--- src/rtl/alu_pkg.sv ---
package alu_pkg;

  localparam int FLAG_N = 3;
  localparam int FLAG_Z = 2;
  localparam int FLAG_C = 1;
  localparam int FLAG_V = 0;

  typedef enum logic [3:0] {
    OP_AND = 4'h0, OP_EOR = 4'h1, OP_SUB = 4'h2, OP_RSB = 4'h3,
    OP_ADD = 4'h4, OP_ADC = 4'h5, OP_SBC = 4'h6, OP_RSC = 4'h7,
    OP_TST = 4'h8, OP_TEQ = 4'h9, OP_CMP = 4'hA, OP_CMN = 4'hB,
    OP_ORR = 4'hC, OP_MOV = 4'hD, OP_BIC = 4'hE, OP_MVN = 4'hF
  } aluOp_e;

  typedef enum logic [1:0] {CIN_ZERO, CIN_ONE, CIN_FLAG} cinSel_e;

  typedef enum logic [2:0] {LG_AND, LG_EOR, LG_ORR, LG_PASS, LG_BIC, LG_INV} logicSel_e;

  typedef struct packed {
    logic      isArith;
    logic      swapOps;
    logic      invB;
    cinSel_e   cinSel;
    logicSel_e logicSel;
    logic      writeResult;
    logic      writeFlags;
  } aluCtrl_t;

endpackage

--- src/rtl/dp_alu_ctrl.sv ---
module dp_alu_ctrl
  import alu_pkg::*;
(
  input  logic [3:0] opcode,
  input  logic       setFlags,
  output aluCtrl_t   ctrl
);

  aluOp_e op;
  assign op = aluOp_e'(opcode);

  always_comb begin
    ctrl             = '0;
    ctrl.cinSel      = CIN_ZERO;
    ctrl.logicSel    = LG_AND;
    ctrl.writeResult = 1'b1;
    ctrl.writeFlags  = setFlags;
    case (op)
      OP_AND: ctrl.logicSel = LG_AND;
      OP_EOR: ctrl.logicSel = LG_EOR;
      OP_ORR: ctrl.logicSel = LG_ORR;
      OP_MOV: ctrl.logicSel = LG_PASS;
      OP_BIC: ctrl.logicSel = LG_BIC;
      OP_MVN: ctrl.logicSel = LG_INV;
      OP_ADD: ctrl.isArith = 1'b1;
      OP_ADC: begin ctrl.isArith = 1'b1; ctrl.cinSel = CIN_FLAG; end
      OP_SUB: begin ctrl.isArith = 1'b1; ctrl.invB = 1'b1; ctrl.cinSel = CIN_ONE; end
      OP_SBC: begin ctrl.isArith = 1'b1; ctrl.invB = 1'b1; ctrl.cinSel = CIN_FLAG; end
      OP_RSB: begin
        ctrl.isArith = 1'b1; ctrl.swapOps = 1'b1; ctrl.invB = 1'b1; ctrl.cinSel = CIN_ONE;
      end
      OP_RSC: begin
        ctrl.isArith = 1'b1; ctrl.swapOps = 1'b1; ctrl.invB = 1'b1; ctrl.cinSel = CIN_FLAG;
      end
      OP_TST: begin
        ctrl.logicSel = LG_AND; ctrl.writeResult = 1'b0; ctrl.writeFlags = 1'b1;
      end
      OP_TEQ: begin
        ctrl.logicSel = LG_EOR; ctrl.writeResult = 1'b0; ctrl.writeFlags = 1'b1;
      end
      OP_CMP: begin
        ctrl.isArith = 1'b1; ctrl.invB = 1'b1; ctrl.cinSel = CIN_ONE;
        ctrl.writeResult = 1'b0; ctrl.writeFlags = 1'b1;
      end
      OP_CMN: begin
        ctrl.isArith = 1'b1; ctrl.writeResult = 1'b0; ctrl.writeFlags = 1'b1;
      end
      default: ctrl.logicSel = LG_AND;
    endcase
  end

endmodule

--- src/rtl/dp_alu_imm.sv ---
module dp_alu_imm #(
  parameter int DATA_W = 32,
  parameter int IMM_W  = 8,
  parameter int ROT_W  = 4
) (
  input  logic [IMM_W+ROT_W-1:0] field,
  input  logic                   carryIn,
  output logic [DATA_W-1:0]      value,
  output logic                   carryOut
);

  localparam int FIELD_W = IMM_W + ROT_W;

  logic [DATA_W-1:0]   ext;
  logic [ROT_W:0]      amount;
  logic [2*DATA_W-1:0] doubled;

  assign ext     = DATA_W'(field[IMM_W-1:0]);
  assign amount  = {field[FIELD_W-1:IMM_W], 1'b0};
  assign doubled = {ext, ext} >> amount;
  assign value   = doubled[DATA_W-1:0];

  // A zero rotate leaves the carry source to the shifter; otherwise the top bit.
  assign carryOut = (field[FIELD_W-1:IMM_W] == '0) ? carryIn : value[DATA_W-1];

endmodule

--- src/rtl/dp_alu_path.sv ---
module dp_alu_path
  import alu_pkg::*;
#(
  parameter int DATA_W = 32,
  parameter int IMM_W  = 8,
  parameter int ROT_W  = 4
) (
  input  aluCtrl_t                 ctrl,
  input  logic [DATA_W-1:0]        op1,
  input  logic [DATA_W-1:0]        op2Reg,
  input  logic                     immSel,
  input  logic [IMM_W+ROT_W-1:0]   immField,
  input  logic                     shiftCarry,
  input  logic                     carryFlag,
  input  logic                     ovfFlag,
  output logic [DATA_W-1:0]        res,
  output logic [3:0]               nextFlags
);

  localparam int MSB = DATA_W - 1;

  logic [DATA_W-1:0] immVal, op2, opA, opBRaw, opB, logicRes, sum;
  logic              immCarry, logicCarry, cin, cout, ovf;
  logic [DATA_W:0]   wide;

  dp_alu_imm #(.DATA_W(DATA_W), .IMM_W(IMM_W), .ROT_W(ROT_W)) u_imm (
    .field(immField), .carryIn(shiftCarry), .value(immVal), .carryOut(immCarry)
  );

  assign op2        = immSel ? immVal : op2Reg;
  assign logicCarry = immSel ? immCarry : shiftCarry;

  // Adder path
  assign opA    = ctrl.swapOps ? op2 : op1;
  assign opBRaw = ctrl.swapOps ? op1 : op2;
  assign opB    = ctrl.invB ? ~opBRaw : opBRaw;

  always_comb begin
    case (ctrl.cinSel)
      CIN_ONE:  cin = 1'b1;
      CIN_FLAG: cin = carryFlag;
      default:  cin = 1'b0;
    endcase
  end

  assign wide = {1'b0, opA} + {1'b0, opB} + {{DATA_W{1'b0}}, cin};
  assign sum  = wide[DATA_W-1:0];
  assign cout = wide[DATA_W];
  assign ovf  = (opA[MSB] == opB[MSB]) && (sum[MSB] != opA[MSB]);

  // Logic path
  always_comb begin
    case (ctrl.logicSel)
      LG_AND:  logicRes = op1 & op2;
      LG_EOR:  logicRes = op1 ^ op2;
      LG_ORR:  logicRes = op1 | op2;
      LG_PASS: logicRes = op2;
      LG_BIC:  logicRes = op1 & ~op2;
      LG_INV:  logicRes = ~op2;
      default: logicRes = op1 & op2;
    endcase
  end

  assign res = ctrl.isArith ? sum : logicRes;

  always_comb begin
    nextFlags         = '0;
    nextFlags[FLAG_N] = res[MSB];
    nextFlags[FLAG_Z] = (res == '0);
    nextFlags[FLAG_C] = ctrl.isArith ? cout : logicCarry;
    nextFlags[FLAG_V] = ctrl.isArith ? ovf : ovfFlag;
  end

endmodule

--- src/rtl/dp_alu.sv ---
module dp_alu
  import alu_pkg::*;
#(
  parameter int DATA_W = 32,
  parameter int IMM_W  = 8,
  parameter int ROT_W  = 4
) (
  input  logic                   clk,
  input  logic                   rstN,
  input  logic                   execEn,
  input  logic [3:0]             opcode,
  input  logic                   setFlags,
  input  logic                   immSel,
  input  logic [DATA_W-1:0]      op1,
  input  logic [DATA_W-1:0]      op2Reg,
  input  logic [IMM_W+ROT_W-1:0] immField,
  input  logic                   shiftCarry,
  input  logic [3:0]             flagsIn,
  output logic [DATA_W-1:0]      result,
  output logic                   resultWe,
  output logic [3:0]             flagsOut,
  output logic                   flagWe
);

  aluCtrl_t          ctrl;
  logic [DATA_W-1:0] res;
  logic [3:0]        nextFlags;

  dp_alu_ctrl u_ctrl (.opcode(opcode), .setFlags(setFlags), .ctrl(ctrl));

  dp_alu_path #(.DATA_W(DATA_W), .IMM_W(IMM_W), .ROT_W(ROT_W)) u_path (
    .ctrl(ctrl), .op1(op1), .op2Reg(op2Reg), .immSel(immSel), .immField(immField),
    .shiftCarry(shiftCarry), .carryFlag(flagsIn[FLAG_C]), .ovfFlag(flagsIn[FLAG_V]),
    .res(res), .nextFlags(nextFlags)
  );

  always_ff @(posedge clk or negedge rstN) begin
    if (!rstN) begin
      result   <= '0;
      resultWe <= 1'b0;
      flagsOut <= '0;
      flagWe   <= 1'b0;
    end else begin
      resultWe <= execEn & ctrl.writeResult;
      flagWe   <= execEn & ctrl.writeFlags;
      if (execEn) begin
        result   <= res;
        flagsOut <= ctrl.writeFlags ? nextFlags : flagsIn;
      end
    end
  end

endmodule

--- config.mk ---
export PLATFORM = sky130hd
export DESIGN_NAME = dp_alu
export DESIGN_NICKNAME = d
export VERILOG_FILES = /design/src/rtl/alu_pkg.sv /design/src/rtl/dp_alu_ctrl.sv /design/src/rtl/dp_alu_imm.sv /design/src/rtl/dp_alu_path.sv /design/src/rtl/dp_alu.sv
export SDC_FILE = /design/constraint.sdc
export NUM_CORES = 1
export LEC_CHECK = 0
export ABC_AREA = 1
export BUFFER_PORTS_ARGS = -buffer_cell sky130_fd_sc_hd__buf_2
export CAP_MARGIN = 0
export CORE_AREA = 2 2 139 141
export DETAILED_ROUTE_END_ITERATION = 10
export DIE_AREA = 0 0 141 143
export PLACE_DENSITY = 0.73
export RECOVER_POWER = 50
export SKIP_CTS_REPAIR_TIMING = 1
export SYNTH_ARGS = -nofsm -noshare
export SYNTH_HDL_FRONTEND = slang
export SYNTH_SLANG_ARGS = --single-unit
export TNS_END_PERCENT = 30
--- constraint.sdc ---
create_clock -name clk -period 0.8 [get_ports clk]
set_input_delay 0.16 -clock clk [delete_from_list [all_inputs] [get_ports clk]]
set_output_delay 0.16 -clock clk [all_outputs]
set_load 0.02 [all_outputs]
# Word level (Yosys, flattened, before mapping)
# Index checks and enable logic that the tools add are counted.
totals:
  out_inout_bits: 38
  in_bits: 90
  word_cells: 67
  register_bits: 38
classes:
  eq_ne: 24
  addsub: 2
  n_reduce_logical: 10
  n_shift: 1
  bitwise_logic: 8
  n_mux: 18
ops:
  columns: ["operator", "count"]
  rows:
  - ["2-to-1 mux 32 bit", 5]
  - ["one-hot mux 32 bit (5 select lines)", 1]
  - ["AND 32 bit", 2]
  - ["inverter 32 bit", 2]
  - [">> shifter 40 x 5 -> 32 bit", 1]
  - ["adder 32 x 32 -> 33 bit", 1]
  - ["adder 33 x 1 -> 33 bit", 1]
  - ["== test 4 bit, second input constant", 8]
  - ["zero test 32 bit", 1]
  - ["bitwise OR 32 bit", 1]
  - ["bitwise XOR 32 bit", 1]
  - ["== test 4 x 3 -> 1 bit, second input constant", 4]
  - ["one-hot mux 3 bit (5 select lines)", 1]
  - ["== test 4 x 2 -> 1 bit, second input constant", 2]
  - ["OR reduction 8 bit", 1]
  - ["2-to-1 mux 1 bit", 7]
  - ["== test 3 x 2 -> 1 bit, second input constant", 2]
  - ["== test 3 bit, second input constant", 2]
  - ["OR reduction 3 bit", 2]
  - ["OR reduction 5 bit", 1]
  - ["== test 4 x 1 -> 1 bit, second input constant", 1]
  - ["zero test 4 bit", 1]
  - ["2-to-1 mux 4 bit", 1]
  - ["one-hot mux 2 bit (2 select lines)", 1]
  - ["other kinds (11)", 13]

# Logic depth before layout (Yosys ltp)
logic_depth:
  depth_word: 12
  ltp_mapped: 30
  ltp_nobuf: 29

# By module
# A second synthesis with hierarchy kept.
hier_totals:
  hier_cells: 1702
  area_unflattened_um2: 8787.2
modules_own_cells:
  columns: ["module", "cells_per_inst", "area_each_um2", "n_inst"]
  rows:
  - ["dp_alu_path", 1367, 6586.3, 1]
  - ["dp_alu", 175, 1493.9, 1]
  - ["dp_alu_imm", 139, 618.1, 1]
  - ["dp_alu_ctrl", 21, 88.8, 1]

# Worst setup path after synthesis
# Ideal clock, no wire load.
synth_timing:
  path_type: "input to register"
  startpoint: "input opcode[0]"
  endpoint: "register flagsOut[2]"
  setup_slack_ns: -2.580
  required_ns: 0.727
  cell_stages: 26
  n_path_buf: 2
  t_arrival_ns: 3.307
  path_cell_list: "buf_2 inv_1 nand2_1 nor2_1 nor2_1 inv_1 clkbuf_1 o22ai_1 a21oi_1 fa_1 inv_1 fa_1 nand2_1 a21oi_1 nand3_1 nand3_1 nand2_1 nand2_1 nand2_1 nand3_1 nand2_1 nor2_1 nand2_1 nor3_1 nand2_1 a21oi_2"
synth_via:
  elab_chain_cells: 11
synth_rtl:
  columns: ["item", "line", "source"]
  rows:
  - ["start: declaration", "dp_alu.sv:11", "input logic [3:0] opcode,"]
  - ["== test 4 x 2 -> 1 bit / == test 4 x 3 -> 1 bit (equally long branches)", "dp_alu_ctrl.sv:18", "case (op)"]
  - ["OR reduction 2 bit (no line)", null, null]
  - ["2-to-1 mux 1 bit", "dp_alu_ctrl.sv:18", null]
  - ["2-to-1 mux 32 bit", "dp_alu_path.sv:35", "assign opBRaw = ctrl.swapOps ? op1 : op2;"]
  - ["inverter 32 bit", "dp_alu_path.sv:36", "assign opB = ctrl.invB ? ~opBRaw : opBRaw;"]
  - ["2-to-1 mux 32 bit", "dp_alu_path.sv:36", null]
  - ["adder 32 x 32 -> 33 bit", "dp_alu_path.sv:46", "assign wide = {1'b0, opA} + {1'b0, opB} + {{DATA_W{1'b0}}, cin};"]
  - ["adder 33 x 1 -> 33 bit", "dp_alu_path.sv:46", null]
  - ["2-to-1 mux 32 bit", "dp_alu_path.sv:64", "assign res = ctrl.isArith ? sum : logicRes;"]
  - ["zero test 32 bit", "dp_alu_path.sv:69", "nextFlags[FLAG_Z] = (res == '0);"]
  - ["2-to-1 mux 4 bit (*)", "dp_alu.sv:48", "flagsOut <= ctrl.writeFlags ? nextFlags : flagsIn;"]
  - ["end signal: assignment", "dp_alu.sv:48", null]
  - ["end: declaration", "dp_alu.sv:21", "output logic [3:0] flagsOut,"]
# Mark *: on every way between the ends. The rest lies on a longest branch, timed or not.
# A chain may end at the register's enable or synchronous reset.

# Worst setup path in the final report
layout_timing:
  startpoint: "input immField[10]"
  endpoint: "register flagsOut[2]"
layout_via:
  elab_chain_cells: 10
layout_rtl:
  columns: ["item", "line", "source"]
  rows:
  - ["start: declaration", "dp_alu.sv:16", "input logic [IMM_W+ROT_W-1:0] immField,"]
  - [">> shifter 40 x 5 -> 32 bit (*)", "dp_alu_imm.sv:20", "assign doubled = {ext, ext} >> amount;"]
  - ["2-to-1 mux 32 bit (*)", "dp_alu_path.sv:30", "assign op2 = immSel ? immVal : op2Reg;"]
  - ["2-to-1 mux 32 bit", "dp_alu_path.sv:35", null]
  - ["inverter 32 bit", "dp_alu_path.sv:36", null]
  - ["2-to-1 mux 32 bit", "dp_alu_path.sv:36", null]
  - ["adder 32 x 32 -> 33 bit", "dp_alu_path.sv:46", null]
  - ["adder 33 x 1 -> 33 bit", "dp_alu_path.sv:46", null]
  - ["2-to-1 mux 32 bit (*)", "dp_alu_path.sv:64", null]
  - ["zero test 32 bit (*)", "dp_alu_path.sv:69", null]
  - ["2-to-1 mux 4 bit (*)", "dp_alu.sv:48", null]
# Marks and branches as above.

==> flow_summary.yaml <==
global_routing:
  grt_max_degree: 39
  grtUsageMet2_pct: 60.9
  grt_pass1_wl_mm: 58.6
  antenna_found_initial: 0
  grt-ovfl-total: 0
  first_global_vias: 11316
  grt_usage_pct: 36.7
  use_met3_pct: 3.96
  grtUsageMet1_pct: 48.7
  grt_busiest_layer: "met2"
critical_path:
  cp-start-kind: "input pin"
  required_ns: 1.02
  r2r_cells: 2
  endpoint_kind: "flip-flop"
  r2r_slack_ns: 0.04
  cp_data_arrival_time_ns: 3.35
  crit_fanout: 11
  worst-setup-path-type: "in2reg"
synthesis:
  ys_dominant_reg_cell: "dfrtp_1"
  syn-instance-count: 1549
  yosysSeqAreaShare_pct: 11.5
  syn_area_per_cell_um2: 5.34
  synth.ff_latch_count: 38
  synth_edf_count: 0
  yosysWarnings: 0
  synth_cell_types: 38
  syn-cell-area_um2: 8270
  synthesis.nets: 1706
  async_flop_share_pct: 100
placed_design:
  io_buffers: 127
  place_congestion: 1.08
  dp_cells: 2227
  dp_hpwl_mm: 31.3
  placed_cell_area_um2: 12100
sta:
  fin_ws_ns: -2.33
  finalCritPeriodShare_pct: 392
  rsz0062_at_grt: "yes"
  finalHoldViolCount: 0
  period_minus_slack_ns: 3.13
  fmax_mhz: 319
  drv_slew: 0
  setup_violations: 75
  max_slew_margin_pct: 57.6
  worst_slew_pin_slew_ns: 0.630
  finClkSkew_ns: 0
pwr:
  p_per_area_nw_per_um2: 1340
  power.leakage_uw: 0.00731
  vdd_drop_max_v: 0.000950
floorplanning:
  rows: 50
  initial_utilization_pct: 44.5
  die_w_um: 141
  die_area_um2: 20200
  die_h_um: 143
  ios: 128
  coreArea_um2: 18600
hold_path:
  hp-class: "in2reg"
  hold_depth: 3
route:
  drt-total-wl_mm: 40.4
  drt-wirelength-per-cell_um: 17.7
  first_iter_violations: 1320
  drc: 0
  vias_per_cell: 5.62
  ant_nets: 0
  num_vias: 12815
  detail_route.first_pass.iterations: 6
final_layout:
  fillers: 1487
  utilization_pct: 74.6
  final_nets: 2201
  diodes: 0
  instances_no_fill: 2279
  fin_area_um2: 13900
  drive_above_1_share_pct: 40.9
  areaGrowthSynthToFinish_pct: 67.5
clocking:
  cts_sinks: 38
  ctsRootBufferMaster: "clkbuf_16"
  cts_buffers: 5
  cts.clk_slew.worst_paths_ns: 0.06
  cts.htree.levels: 2
  cts_buffer_depth: 2
  cts_tree: "built"
  clk_latency_ns: 0.28
outcome:
  status: "complete, but fails checks"
  violations: "negative setup slack"
job:
  drv_cap: 0
==> routing by layer <==
layer	up-vias	share of wire [%]	routed length (µm)
met2	754	46	18500
met1	5850	40	16200
li1	6061	-	-
met4	0	5.0	2040
met3	150	9.1	3660
met5	-	0	0
==> synthesized netlist by cell type (5+ instances only) <==
cell type | instances | share of area, %
o21ai_0 | 83 | 5.0
clkbuf_1 | 32 | 1.5
dfrtp_1 | 38 | 11
nand3b_1 | 5 | 0.45
nor3_1 | 6 | 0.36
inv_1 | 165 | 7.5
nand4_1 | 26 | 2.0
a31oi_1 | 26 | 2.0
nor2_1 | 175 | 7.9
o21ai_1 | 5 | 0.30
ha_1 | 65 | 9.8
xor2_1 | 9 | 0.95
nand2_2 | 20 | 1.5
o22ai_1 | 8 | 0.60
o211ai_1 | 33 | 3.0
inv_2 | 6 | 0.27
o21bai_1 | 13 | 1.2
buf_2 | 24 | 1.5
a21oi_1 | 77 | 4.7
nand2_1 | 527 | 24
or2_2 | 5 | 0.38
nand3_1 | 164 | 9.9
==> registers in the layout, indices dropped and copies added (netlist names) <==
name and count:
result 32, flagWe 1, resultWe 1, flagsOut 4
==> power by group <==
group          internal, µW  leakage [µW]  switching [µW]
sequential             2300      0.000447             221
combinational          5980       0.00676            7440
clock                  1870     0.0000971             797
total                 10200       0.00731            8460
==> cell type report <==
class                           count  area, µm²  share of cell area [%]
Clock buffer                        6        139                    1.00
Clock inverter                      2       60.1                   0.433
Inverter                          173        677                    4.88
Multi-Input combinational cell   1272       7400                    53.4
Sequential cell                    38        951                    6.86
Tap cell                          234        293                    2.11
Timing Repair Buffer              553       4330                    31.3
Timing Repair inverter              1       5.00                  0.0361
==> worst max-delay path, cell delays in order <==
cell and delay, ns:
buf_2 0.13, inv_6 0.12, buf_4 0.15, buf_4 0.13, nand4_1 0.21, nand2_2 0.19, nand2_1 0.08, o211ai_1 0.09
ha_1 0.32, nand2_1 0.11, nand2_1 0.06, inv_2 0.08, nor2_1 0.05, nor2_1 0.13, buf_4 0.13, o21bai_1 0.05
a21oi_1 0.16, buf_4 0.17, nand3_2 0.08, nand3_2 0.11, nand2_1 0.08, nor2_1 0.12, nand3_1 0.08, nor2_1 0.11
nand2_1 0.09, a21oi_2 0.14
==> cells in the final DEF (no fill, tap or decap), drive strengths merged <==
cell type	instances
nand2	547
nand3	167
nand4	26
nor3b	2
ha	65
or2	5
nor2	180
nand3b	5
dfrtp	38
bufinv	2
and2	2
o21bai	13
o21ai	89
a22oi	4
a21oi	80
buf	547
dlygate4sd3	1
fa	2
clkinv	3
xor2	9
o21a	2
clkbuf	11
inv	170
a31oi	26
o211ai	33
clkinvlp	1
o22ai	8
a2111oi	1
nor3	6
==> cell families after synthesis <==
| logic type | after synthesis | synth area share, % |
|---|---|---|
| and+or+nand+nor | 940 | 47.7 |
| DFF | 38 | 11.5 |
| buffers and inverters | 239 | 11.7 |
| adders and majority gates | 67 | 10.3 |
| AOI/OAI and AO/OA | 256 | 17.8 |
| xor gates and xnor gates | 9 | 0.953 |
==> per-stage QoR <==
| stage | total power, µW | setup slack (ns) | hold slack, ns | setup TNS [ns] |
|---|---|---|---|---|
| CTS | 16300 | -2.49 | -0.150 | -77.55 |
| floorplan | 8200 | -2.12 | -0.136 | -59.24 |
| finish | 18600 | -2.33 | 0.183 | -71.91 |
| global placement | 13400 | -2.75 | 0.137 | -78.88 |
| global route | 19700 | -2.53 | 0.236 | -77.12 |
| detailed placement | 13600 | -2.75 | 0.143 | -80.99 |
==> worst paths after layout <==
check	startpoint	end
max in group asynchronous	rstN	result[22]
min	flagsIn[0]	flagsOut[0]
min reg2reg	result[19]	result[19]
max reg2reg	result[25]	result[25]
max	immField[10]	flagsOut[2]
min in group asynchronous	rstN	flagWe
Power figures use the tool's default switching activity.
